`config.mk`:
```
export PLATFORM = sky130hd
export DESIGN_NAME = thread_swap_agent
export DESIGN_NICKNAME = d
export VERILOG_FILES = /design/src/rtl/tm_agent_pkg.sv /design/src/rtl/tm_interval_timer.sv /design/src/rtl/tm_rank_select.sv /design/src/rtl/tm_decide_fsm.sv /design/src/rtl/thread_swap_agent.sv
export SDC_FILE = /design/constraint.sdc
export NUM_CORES = 1
export LEC_CHECK = 0
export ABC_CLOCK_PERIOD_IN_PS = 6200
export BUFFER_PORTS_ARGS = -buffer_cell sky130_fd_sc_hd__buf_2
export CORE_MARGIN = 10
export CORE_UTILIZATION = 45
export CTS_CLUSTER_DIAMETER = 150
export DETAILED_ROUTE_END_ITERATION = 10
export GPL_TIMING_DRIVEN = 0
export MAX_ROUTING_LAYER = met4
export PLACE_DENSITY = 0.62
export SKIP_LAST_GASP = 1
export SLEW_MARGIN = 20
export SYNTH_ARGS = -nofsm -noshare
export SYNTH_HDL_FRONTEND = slang
export SYNTH_SLANG_ARGS = --single-unit
```
`constraint.sdc`:
```
create_clock -name clk -period 6.2 [get_ports clk]
set_clock_uncertainty 0.05 [all_clocks]
set_input_delay 0 -clock clk [delete_from_list [all_inputs] [get_ports clk]]
set_output_delay 0 -clock clk [all_outputs]
set_load 0.005 [all_outputs]
```
`src/rtl/tm_agent_pkg.sv`:
```
package tm_agent_pkg;

    typedef enum logic [1:0] {
        ST_IDLE  = 2'd0,
        ST_RANK  = 2'd1,
        ST_ISSUE = 2'd2
    } tm_state_e;

    function automatic int idx_width(input int n);
        return (n > 1) ? $clog2(n) : 1;
    endfunction

endpackage

```
`src/rtl/tm_interval_timer.sv`:
```
module tm_interval_timer #(
    parameter int INTERVAL = 400000
) (
    input  logic clk,
    input  logic rst_n,
    output logic expire
);
    localparam int CNT_W = (INTERVAL > 1) ? $clog2(INTERVAL) : 1;
    localparam logic [CNT_W-1:0] LAST = CNT_W'(INTERVAL - 1);

    logic [CNT_W-1:0] cnt;

    always_ff @(posedge clk) begin
        if (!rst_n) begin
            cnt <= '0;
        end else if (cnt == LAST) begin
            cnt <= '0;
        end else begin
            cnt <= cnt + 1'b1;
        end
    end

    assign expire = (cnt == LAST);


    cnt_in_range_chk: assert property (@(posedge clk) disable iff (!rst_n)
        cnt <= LAST);


    cnt_wraps_after_expire_chk: assert property (@(posedge clk) disable iff (!rst_n)
        expire |=> (cnt == '0));

endmodule

```
`src/rtl/tm_rank_select.sv`:
```
module tm_rank_select #(
    parameter int NUM   = 4,
    parameter int VAL_W = 16,
    parameter bit PICK_MAX = 1'b1,
    localparam int IDX_W = (NUM > 1) ? $clog2(NUM) : 1
) (
    input  logic                 clk,
    input  logic                 rst_n,
    input  logic [NUM*VAL_W-1:0] vals,
    output logic [IDX_W-1:0]     win_idx
);
    logic [VAL_W-1:0] best;

    // Linear scan with strict comparison: an equal value later in the scan
    // never displaces an earlier one, so ties resolve to the lowest index.
    generate
        if (PICK_MAX) begin : g_max
            always_comb begin
                best    = vals[VAL_W-1:0];
                win_idx = '0;
                for (int j = 1; j < NUM; j++) begin
                    if (vals[j*VAL_W +: VAL_W] > best) begin
                        best    = vals[j*VAL_W +: VAL_W];
                        win_idx = IDX_W'(j);
                    end
                end
            end
        end else begin : g_min
            always_comb begin
                best    = vals[VAL_W-1:0];
                win_idx = '0;
                for (int j = 1; j < NUM; j++) begin
                    if (vals[j*VAL_W +: VAL_W] < best) begin
                        best    = vals[j*VAL_W +: VAL_W];
                        win_idx = IDX_W'(j);
                    end
                end
            end
        end
    endgenerate

    genvar k;
    generate
        for (k = 0; k < NUM; k++) begin : g_order
            if (PICK_MAX) begin : g_chk_max

                rank_max_bound_chk: assert property (@(posedge clk) disable iff (!rst_n)
                    vals[k*VAL_W +: VAL_W] <= vals[win_idx*VAL_W +: VAL_W]);

                rank_max_tie_chk: assert property (@(posedge clk) disable iff (!rst_n)
                    (IDX_W'(k) < win_idx) |->
                    (vals[k*VAL_W +: VAL_W] < vals[win_idx*VAL_W +: VAL_W]));
            end else begin : g_chk_min

                rank_min_bound_chk: assert property (@(posedge clk) disable iff (!rst_n)
                    vals[k*VAL_W +: VAL_W] >= vals[win_idx*VAL_W +: VAL_W]);

                rank_min_tie_chk: assert property (@(posedge clk) disable iff (!rst_n)
                    (IDX_W'(k) < win_idx) |->
                    (vals[k*VAL_W +: VAL_W] > vals[win_idx*VAL_W +: VAL_W]));
            end
        end
    endgenerate

endmodule

```
`src/rtl/tm_decide_fsm.sv`:
```
module tm_decide_fsm
    import tm_agent_pkg::*;
#(
    parameter int NUM   = 4,
    parameter int EL_W  = 16,
    parameter int DLY_W = 16,
    localparam int IDX_W = (NUM > 1) ? $clog2(NUM) : 1
) (
    input  logic                 clk,
    input  logic                 rst_n,
    input  logic                 expire,
    input  logic [NUM*EL_W-1:0]  el_in,
    input  logic [NUM*DLY_W-1:0] dly_in,
    input  logic [IDX_W-1:0]     src_idx,
    input  logic [IDX_W-1:0]     dst_idx,
    output logic [NUM*EL_W-1:0]  el_cap,
    output logic [NUM*DLY_W-1:0] dly_cap,
    output logic                 mig_valid,
    output logic [IDX_W-1:0]     mig_src,
    output logic [IDX_W-1:0]     mig_dst
);
    tm_state_e        state, nxt;
    logic [IDX_W-1:0] src_q, dst_q;
    logic             go_q;
    logic [EL_W-1:0]  src_el;

    // State register
    always_ff @(posedge clk) begin
        if (!rst_n) begin
            state <= ST_IDLE;
        end else begin
            state <= nxt;
        end
    end

    // Transitions: IDLE->RANK on expiry, RANK->ISSUE, ISSUE->IDLE
    always_comb begin
        nxt = state;
        unique case (state)
            ST_IDLE:  nxt = expire ? ST_RANK : ST_IDLE;
            ST_RANK:  nxt = ST_ISSUE;
            ST_ISSUE: nxt = ST_IDLE;
            default:  nxt = ST_IDLE;
        endcase
    end

    assign src_el = el_cap[src_idx*EL_W +: EL_W];

    // Capture and decision registers
    always_ff @(posedge clk) begin
        if (!rst_n) begin
            el_cap  <= '0;
            dly_cap <= '0;
            src_q   <= '0;
            dst_q   <= '0;
            go_q    <= 1'b0;
        end else begin
            if (state == ST_IDLE && expire) begin
                el_cap  <= el_in;
                dly_cap <= dly_in;
            end
            if (state == ST_RANK) begin
                src_q <= src_idx;
                dst_q <= dst_idx;
                go_q  <= (src_el != '0) && (src_idx != dst_idx);
            end
        end
    end

    // Outputs
    always_comb begin
        mig_valid = 1'b0;
        mig_src   = '0;
        mig_dst   = '0;
        unique case (state)
            ST_ISSUE: begin
                mig_valid = go_q;
                mig_src   = go_q ? src_q : '0;
                mig_dst   = go_q ? dst_q : '0;
            end
            ST_IDLE, ST_RANK: begin
                mig_valid = 1'b0;
            end
            default: begin
                mig_valid = 1'b0;
            end
        endcase
    end


    pulse_single_chk: assert property (@(posedge clk) disable iff (!rst_n)
        mig_valid |=> !mig_valid);


    issue_after_rank_chk: assert property (@(posedge clk) disable iff (!rst_n)
        mig_valid |-> ($past(state) == ST_RANK));


    src_ne_dst_chk: assert property (@(posedge clk) disable iff (!rst_n)
        mig_valid |-> (mig_src != mig_dst));


    src_level_nonzero_chk: assert property (@(posedge clk) disable iff (!rst_n)
        mig_valid |-> (el_cap[mig_src*EL_W +: EL_W] != '0));


    expire_in_idle_chk: assert property (@(posedge clk) disable iff (!rst_n)
        expire |-> (state == ST_IDLE));


    idx_quiet_chk: assert property (@(posedge clk) disable iff (!rst_n)
        !mig_valid |-> (mig_src == '0 && mig_dst == '0));

endmodule

```
`src/rtl/thread_swap_agent.sv`:
```
module thread_swap_agent #(
    parameter int NUM_CORES = 4,
    parameter int EL_W      = 16,
    parameter int DLY_W     = 16,
    parameter int INTERVAL  = 400000,
    localparam int IDX_W    = (NUM_CORES > 1) ? $clog2(NUM_CORES) : 1
) (
    input  logic                       clk,
    input  logic                       rst_n,
    input  logic [NUM_CORES*EL_W-1:0]  core_el,
    input  logic [NUM_CORES*DLY_W-1:0] core_dly,
    output logic                       mig_valid,
    output logic [IDX_W-1:0]           mig_src,
    output logic [IDX_W-1:0]           mig_dst
);
    logic                       expire;
    logic [NUM_CORES*EL_W-1:0]  el_cap;
    logic [NUM_CORES*DLY_W-1:0] dly_cap;
    logic [IDX_W-1:0]           src_idx, dst_idx;

    tm_interval_timer #(
        .INTERVAL (INTERVAL)
    ) timer_i (
        .clk    (clk),
        .rst_n  (rst_n),
        .expire (expire)
    );

    tm_rank_select #(
        .NUM      (NUM_CORES),
        .VAL_W    (EL_W),
        .PICK_MAX (1'b1)
    ) src_sel_i (
        .clk     (clk),
        .rst_n   (rst_n),
        .vals    (el_cap),
        .win_idx (src_idx)
    );

    tm_rank_select #(
        .NUM      (NUM_CORES),
        .VAL_W    (DLY_W),
        .PICK_MAX (1'b0)
    ) dst_sel_i (
        .clk     (clk),
        .rst_n   (rst_n),
        .vals    (dly_cap),
        .win_idx (dst_idx)
    );

    tm_decide_fsm #(
        .NUM   (NUM_CORES),
        .EL_W  (EL_W),
        .DLY_W (DLY_W)
    ) fsm_i (
        .clk       (clk),
        .rst_n     (rst_n),
        .expire    (expire),
        .el_in     (core_el),
        .dly_in    (core_dly),
        .src_idx   (src_idx),
        .dst_idx   (dst_idx),
        .el_cap    (el_cap),
        .dly_cap   (dly_cap),
        .mig_valid (mig_valid),
        .mig_src   (mig_src),
        .mig_dst   (mig_dst)
    );

endmodule

```
==> out/summary.md, run 1 <==
- 0.7149 ns — pin slew with the least headroom to its limit
- 26780 um — wire length after detailed routing
- met2 — global route hottest layer
- register to register — Worst Setup Path Type
- 160.5 um — floorplan die height
- 62.04% — Core Util, Final
- 43620 um — wire length of the first global-routing pass
- 134 — PortBufs
- 0 — remaining antenna violation count
- 5.954 ns — minimum clock period
- 52.34% — Max-slew headroom
- 96.03% — final clock period utilization by the worst path
- sky130_fd_sc_hd__dfxtp_1 — Primary FF master, synth
- 51 — number of placement rows
- 135 — I/O pins
- 0 — total grt overflow
- 35.97% — area growth from synthesis to layout
- 0.9126 — final estimated routing congestion in global placement
- 5.144 — detail-routed via count per cell
- sky130_fd_sc_hd__dfxtp_1 (35%), sky130_fd_sc_hd__ha_1 (13%), sky130_fd_sc_hd__nand2_1 (13%), sky130_fd_sc_hd__a21boi_1 (10%), sky130_fd_sc_hd__o21ai_0 (3.1%) — top cells by area in the synthesized netlist
- 6.26 ns — arrival time worst endpoint
- 10 — biggest fanout along the worst timing path
- 24.95% — met1 usage
- 35.99% — global routing usage on met2
- 0 — final count of hold timing violations
- 0.02575 mm2 — area enclosed by the die boundary
- 34.72% — proportion of synthesized chip area in sequential cells
- 8652 — via count of the first global-routing pass
- 0.43 ns — clk_lat worst skew
- 182.1 mW/mm2 — power per standard cell area
- 4 — number of H-tree levels
- 8657 — total vias in the final route
- 1337 — Net Count, Synth
- 5 — drt first pass iters
- 154 — TritonCTS Sinks
- 154 — FF+latch count, synth
- sky130_fd_sc_hd__dfxtp_1 — top cell type by total area after synthesis
- register — endpoint class of the critical path
- 17 — number of buffers added by the clock tree synthesis step
- done — CTS tree
- 5.020 nW — leak pwr
- register — nature of the critical path startpoint
- 160.5 um — horizontal die dimension
- sky130_fd_sc_hd__nand2_1 — count leader, synth
- 523 — Detailed Route Iter0 Violations
- 0 — Post-synth EDFFs
- 45.63% — initial core utilization
- 0 ns — sum of negative setup slack
- 2 — buffers from clock root to sink, at most
- 0.07 ns — clock edge transition at the registers on the reported setup and hold paths
- 1683 — fin cells
- 6.51 ns — required time worst endpoint
- 15.91 um — average wire length per cell after detail routing
- 19760 um — HPWL after detailed placement
- 3.707% — GRT met3 Usage
- 21.20% — global-route usage over all layers
- 1679 — Fillers
- 0.01946 mm2 — standard cell core area
- 0 — Antenna Diode Count
- 0 — count of max-cap constraint violations
- 1113 — Post-Synthesis Cells
- sky130_fd_sc_hd__nand2_1 (310), sky130_fd_sc_hd__dfxtp_1 (154), sky130_fd_sc_hd__a21boi_1 (120) — ranking of synthesized cells by instance count
- 4 — count of buffering cells on the critical path with inverters included
- 0% — FFs w/ async S/R, synth
- 0 — final slew viol count
- sky130_fd_sc_hd__or4_4 — Critical Path Slowest Stage Cell
- 168.0 MHz — max frequency
- 0 — total of warnings raised by yosys
- 34.72% — area share of the largest cell type after synthesis
- 1629 — count of nets after finishing
- 7.978 um2 — synthesized area divided by synthesized cell count
- 17 — pin count of the biggest net entering global routing
- simple AND/OR/NAND/NOR gates — family of cells with the greatest summed delay on the critical path
- 179.7 uV — peak supply drop
- sky130_fd_sc_hd__ha_1 — Most Frequent Cell on Critical Path
- 0 — number of DRC violations after detailed routing
- 60 — count of different cell masters after synthesis
- 0.25 ns — register-to-register setup slack
- sky130_fd_sc_hd__clkbuf_16 — cell at the root of the clock tree
- 0 — initial antenna violation count
- 0 — final setup violating endpoints
- 1512 — total instance count after detailed placement
- 0.008880 mm2 — cell area after synthesis
- complete, no violations — status
- input port to register — worst hold-check path type
- 0.59 ns — critical path's largest stage delay
- 17.42% — fraction of final layout cells with drive strength greater than 1
kinds of logic after synthesis:
family / share of synthesized area, %
AO/OA/AOI/OAI: 21.21
flip-flops: 34.72
XOR/XNOR: 1.480
AND/OR/NAND/NOR: 22.15
adder cells (fa/ha/maj): 13.25
buffers and inverters: 5.143
multiplexers: 2.057
final cells by class:
type / instances / area, um2 / area share [%]
tap: 265 / 331.6 / 2.746
multi-input combinational: 864 / 5508 / 45.62
sequential: 154 / 3092 / 25.61
clock buffer: 22 / 454.2 / 3.762
buffer: 55 / 351.6 / 2.912
inverter: 40 / 150.1 / 1.244
timing repair buffer: 273 / 2044 / 16.93
clock inverter: 10 / 142.6 / 1.181
report_power, final:
group | internal [W] | switching (W)
Clock | 0.000645 | 0.000424
Combinational | 0.0000964 | 0.0000409
Sequential | 0.000990 | 0.00000188
sequential cells by signal (all words and copies together), names as in the netlist:
register and flops:
fsm_i.el_cap 64, fsm_i.state 2, fsm_i.dly_cap 64, fsm_i.dst_q 2
timer_i.cnt 19, fsm_i.src_q 2, fsm_i.go_q 1
tightest hold or removal path, stage by stage:
cell and delay (ns):
sky130_fd_sc_hd__dlygate4sd3_1 0.52, sky130_fd_sc_hd__buf_2 0.12, sky130_fd_sc_hd__nand2_1 0.04, sky130_fd_sc_hd__a21boi_1 0.05
metrics by stage:
step                hold WS, ns  area [um2]  total power, W  worst slack (ns)
floorplan               0.08483        8880        0.001038            0.5585
CTS                      0.2880       11810        0.002208          0.007451
detailed placement       0.1956        9882        0.001087           -0.7334
global placement         0.1927        9882        0.001086           -0.6711
global route             0.3083       12070        0.002263          -0.05926
finish                   0.2962       12070        0.002199            0.2463
layer usage:
layer / part of all wire, % / up-vias
met5: 0 / -
met4: 2.0 / 0
met3: 4.5 / 38
met2: 49 / 188
met1: 44 / 3988
li1: - / 4443
timing repair:
action	CTS	global route
pin swaps	1	9
gates resized for setup	12	67
hold buffers	129	0
endpoints found under the hold margin	129	0
setup buffers	1	9
endpoints found under the setup margin	5	5
cell usage in the layout (no fill, tap or decap), drive strengths merged, types with 12 or more instances in the layout:
cell type    count
nor4            18
nand4           21
mux2i           16
clkbuf          43
inv             41
a21oi           44
nand3           17
dlygate4sd3    129
o21ai           57
buf            178
a21boi         129
nor2            52
dfxtp          154
nand2          310
xor2            12
ha              94
worst paths after layout:
kind                                  start                              to  cells after the start
max           fsm_i.el_cap[15]$_SDFFE_PN0P_         fsm_i.go_q$_SDFFE_PN0P_                     28
min                            core_dly[23]  fsm_i.dly_cap[23]$_SDFFE_PN0P_                      4
max reg2reg   fsm_i.el_cap[15]$_SDFFE_PN0P_         fsm_i.go_q$_SDFFE_PN0P_                     28
min reg2reg  fsm_i.dly_cap[12]$_SDFFE_PN0P_  fsm_i.dly_cap[12]$_SDFFE_PN0P_                      2
Power figures use the tool's default switching activity.
==> inputs of run 2 (changes only) <==
PLACE_DENSITY = 0.61   (was 0.62)
SYNTH_HIERARCHICAL = 1   (was default)
==> out/summary.md, run 2 <==
- finished, violations left — status
- negative setup slack — violated checks
- 67.44% — Max-slew headroom, +15 points
- 9 — count of buffering cells on the critical path with inverters included, +5
- 0.3017 ns — worst hold slack after final layout, +0.005536 ns
- 135 — I/O pins, unchanged
- 53 — number of placement rows, +3.9%
- 21370 um — HPWL after detailed placement, +8.2%
- 17 — pin count of the biggest net entering global routing, unchanged
- 47580 um — wire length of the first global-routing pass, +9.1%
- 0 — count of max-cap constraint violations, unchanged
- 0.009615 mm2 — cell area after synthesis, +8.3%
- sky130_fd_sc_hd__dfxtp_1 — Primary FF master, synth
- sky130_fd_sc_hd__dfxtp_1 — top cell type by total area after synthesis
- sky130_fd_sc_hd__nand2_1 (322), sky130_fd_sc_hd__buf_2 (151), sky130_fd_sc_hd__dfxtp_1 (139), sky130_fd_sc_hd__a21boi_1 (132), sky130_fd_sc_hd__dlygate4sd3_1 (129) — commonest cells after routing, fill and taps aside
- 0 — final slew viol count, unchanged
- 30480 um — wire length after detailed routing, +14%
- 0% — FFs w/ async S/R, synth, unchanged
- 166.2 um — floorplan die height, +3.6%
- 1 — initial antenna violation count, +1
- 166.2 um — horizontal die dimension, +3.6%
- 5.274 — detail-routed via count per cell, +2.5%
- 6.290 ns — minimum clock period, +0.3362 ns
- 0.43 ns — clk_lat worst skew, about the same
- 168.3 uV — peak supply drop, -6.3%
- 1184 — Post-Synthesis Cells, +6.4%
- 21.39% — global-route usage over all layers, +0.20 points
- 4 — number of H-tree levels, unchanged
- 32.06% — proportion of synthesized chip area in sequential cells, -2.7 points
- sky130_fd_sc_hd__nand2_1 — count leader, synth
- 0 — remaining antenna violation count, unchanged
- 0.002195 W — total power consumption of the routed design, -0.18%
- 0 — final count of hold timing violations, unchanged
- fsm_i/dly_cap (64), fsm_i/el_cap (64), timer_i/cnt (19) — registers with the most flip-flops
- sky130_fd_sc_hd__dfxtp_1 (32%), sky130_fd_sc_hd__nand2_1 (13%), sky130_fd_sc_hd__ha_1 (12%), sky130_fd_sc_hd__a21boi_1 (10%), sky130_fd_sc_hd__mux2i_1 (3.1%) — top cells by area in the synthesized netlist
- sky130_fd_sc_hd__buf_6 — Most Frequent Cell on Critical Path
- 519 — Detailed Route Iter0 Violations, -0.76%
- 32.06% — area share of the largest cell type after synthesis, -2.7 points
- 23.06% — switching fraction of total power, +1.8 points
- 6 — total of warnings raised by yosys, +6
- 0.001689 W — internal power component, -2.5%
- 5 — drt first pass iters, unchanged
- 17 — number of buffers added by the clock tree synthesis step, unchanged
- register to register — Worst Setup Path Type
- 1799 — fin cells, +6.9%
- 134 — PortBufs, unchanged
- register — nature of the critical path startpoint
- 39.56% — area growth from synthesis to layout
- 9477 — via count of the first global-routing pass, +9.5%
- sky130_fd_sc_hd__nand2_1 (325), sky130_fd_sc_hd__dfxtp_1 (154), sky130_fd_sc_hd__a21boi_1 (132) — ranking of synthesized cells by instance count
- 6.55 ns — arrival time worst endpoint, +0.29 ns
- sky130_fd_sc_hd__or3_4 — Critical Path Slowest Stage Cell
- 163.6 mW/mm2 — power per standard cell area, -10%
- 0.0005062 W — reported net switching power, +8.3%
- 154 — TritonCTS Sinks, unchanged
- simple AND/OR/NAND/NOR gates — family of cells with the greatest summed delay on the critical path
- 0 — number of DRC violations after detailed routing, unchanged
- 67 — count of different cell masters after synthesis, +12%
- register — endpoint class of the critical path
- 159.0 MHz — max frequency, -5.3%
- 1408 — Net Count, Synth, +5.3%
- 0 — total grt overflow, unchanged
- true — unrepaired setup endpoints after global routing
- 48.6% — clock power share, about the same
- 1593 — total instance count after detailed placement, +5.4%
- 1734 — count of nets after finishing, +6.4%
- 9488 — total vias in the final route, +9.6%
- 0.9446 — final estimated routing congestion in global placement, +3.5%
- input port to register — worst hold-check path type
- 0.07 ns — clock edge transition at the registers on the reported setup and hold paths, about the same
- 6.46 ns — required time worst endpoint, -0.05 ns
- 0.43 ns — critical path's largest stage delay, -0.16 ns
- -0.09 ns — register-to-register setup slack, -0.34 ns
- 154 — FF+latch count, synth, unchanged
- 1 — final setup violating endpoints, +1
- 23.51% — fraction of final layout cells with drive strength greater than 1, +6.1 points
- sky130_fd_sc_hd__clkbuf_16 — cell at the root of the clock tree
- 8.121 um2 — synthesized area divided by synthesized cell count, +1.8%
- 6 — biggest fanout along the worst timing path, -4
- 2 — buffers from clock root to sink, at most, unchanged
- 0.02102 mm2 — standard cell core area, +8.0%
- 0.4885 ns — pin slew with the least headroom to its limit, -0.2264 ns
- 6.4% — Comb power frac, +0.2 points
- 45.74% — initial core utilization, +0.12 points
- 101.4% — final clock period utilization by the worst path, +5.4 points
- sky130_fd_sc_hd__nand2_1 — most common cell after layout, fill and taps aside
- 0.02761 mm2 — area enclosed by the die boundary, +7.2%
- 5.573 nW — leak pwr, +11%
- 0 — Post-synth EDFFs, unchanged
- 45.0% — sequential share of power, about the same
- 16.94 um — average wire length per cell after detail routing, +6.5%
- done — CTS tree
- -0.08987 ns — slack of the critical path, -0.3362 ns
## run 2: cell types whose count changed after synthesis, moves of 12 or more
cell                       change
sky130_fd_sc_hd__nand4_1      +19
sky130_fd_sc_hd__a21oi_1      -12
sky130_fd_sc_hd__o21ai_0      -39
sky130_fd_sc_hd__inv_1        +30
sky130_fd_sc_hd__a21o_1       +12
sky130_fd_sc_hd__nand2_1      +15
sky130_fd_sc_hd__a21boi_1     +12
sky130_fd_sc_hd__mux2i_1      +14
## run 2: worst paths after layout
| check | endpoint | cells after the start | startpoint |
|---|---|---|---|
| worst min register to register | fsm_i/src_q[1]$_SDFFE_PN0P_ | 2 | fsm_i/src_q[1]$_SDFFE_PN0P_ |
| worst max-delay path | fsm_i/go_q$_SDFFE_PN0P_ | 32 | fsm_i/el_cap[15]$_SDFFE_PN0N_ |
| worst max register to register | fsm_i/go_q$_SDFFE_PN0P_ | 32 | fsm_i/el_cap[15]$_SDFFE_PN0N_ |
| worst min-delay path | fsm_i/el_cap[31]$_SDFFE_PN0N_ | 4 | core_el[31] |
## run 2: worst reg2reg max path, delay by kind of cell (launching register included)
kind | cells | cell delay [ns]
AND/OR/NAND/NOR | 12 | 2.58
buffers and inverters | 9 | 1.23
AO/OA/AOI/OAI | 7 | 0.94
adder cells (fa/ha/maj) | 3 | 0.88
flip-flops | 1 | 0.38
multiplexers | 1 | 0.14
## run 2: what timing repair did
action | CTS | global route
gates resized for setup | 65 | 51
pin swaps | 24 | 43
buffers inserted | 19 | 24
setup endpoints to repair | 4 | 2
endpoints found under the hold margin | 131 | 0
cloned | 1 | 1
hold buffers | 129 | 0
## run 2: logic make-up after synthesis
logic type	share of synthesized area, %
buffers and inverters	5.882
and+or+nand+nor	23.93
muxes	5.309
adders and majority gates	12.23
AOI/OAI and AO/OA	19.22
DFF	32.06
xor gates and xnor gates	1.366
## run 2: stage by stage
stage,worst slack (ns),TNS (ns),util [%],instance area (um2)
after floorplan,0.2103,0,-,9615
after global placement,-0.8211,-0.8781,50.57,10630
after detailed placement,-0.9107,-1.101,50.57,10630
after CTS,0.0002176,0,61.67,12960
after global routing,-0.2705,-0.2705,63.84,13420
final,-0.08987,-0.08987,63.84,13420
## run 2: layout make-up
type | instances | area (um2)
multi-input cells | 902 | 6415
clock inverters | 14 | 161.4
plain buffers | 57 | 335.3
repair buffers | 308 | 2345
clock buffers | 18 | 429.2
diodes | 1 | 2.502
well taps | 275 | 344.1
inverters | 70 | 267.8
flip-flops and latches | 154 | 3119
fillers | 1810 | 7602
## run 2: power by group through the flow
stage / Combinational, W / Sequential, W / Clock (W)
2_1_floorplan: 0.0000246 / 0.00101 / 0
3_3_place_gp: 0.0000733 / 0.00101 / 0
3_5_place_dp: 0.0000738 / 0.00101 / 0
4_1_cts: 0.000136 / 0.000991 / 0.00109
5_1_grt: 0.000151 / 0.000988 / 0.00113
6_report: 0.000140 / 0.000989 / 0.00107
## run 2: routing by layer
layer,routed length (um),GRT usage [%],share of wire [%],vias to the layer above
met5,0,-,0,-
met4,801,7.357,2.6,0
met3,1383,3.549,4.5,55
met2,14780,35.69,48,267
met1,13510,25.59,44,4427
li1,-,-,-,4739
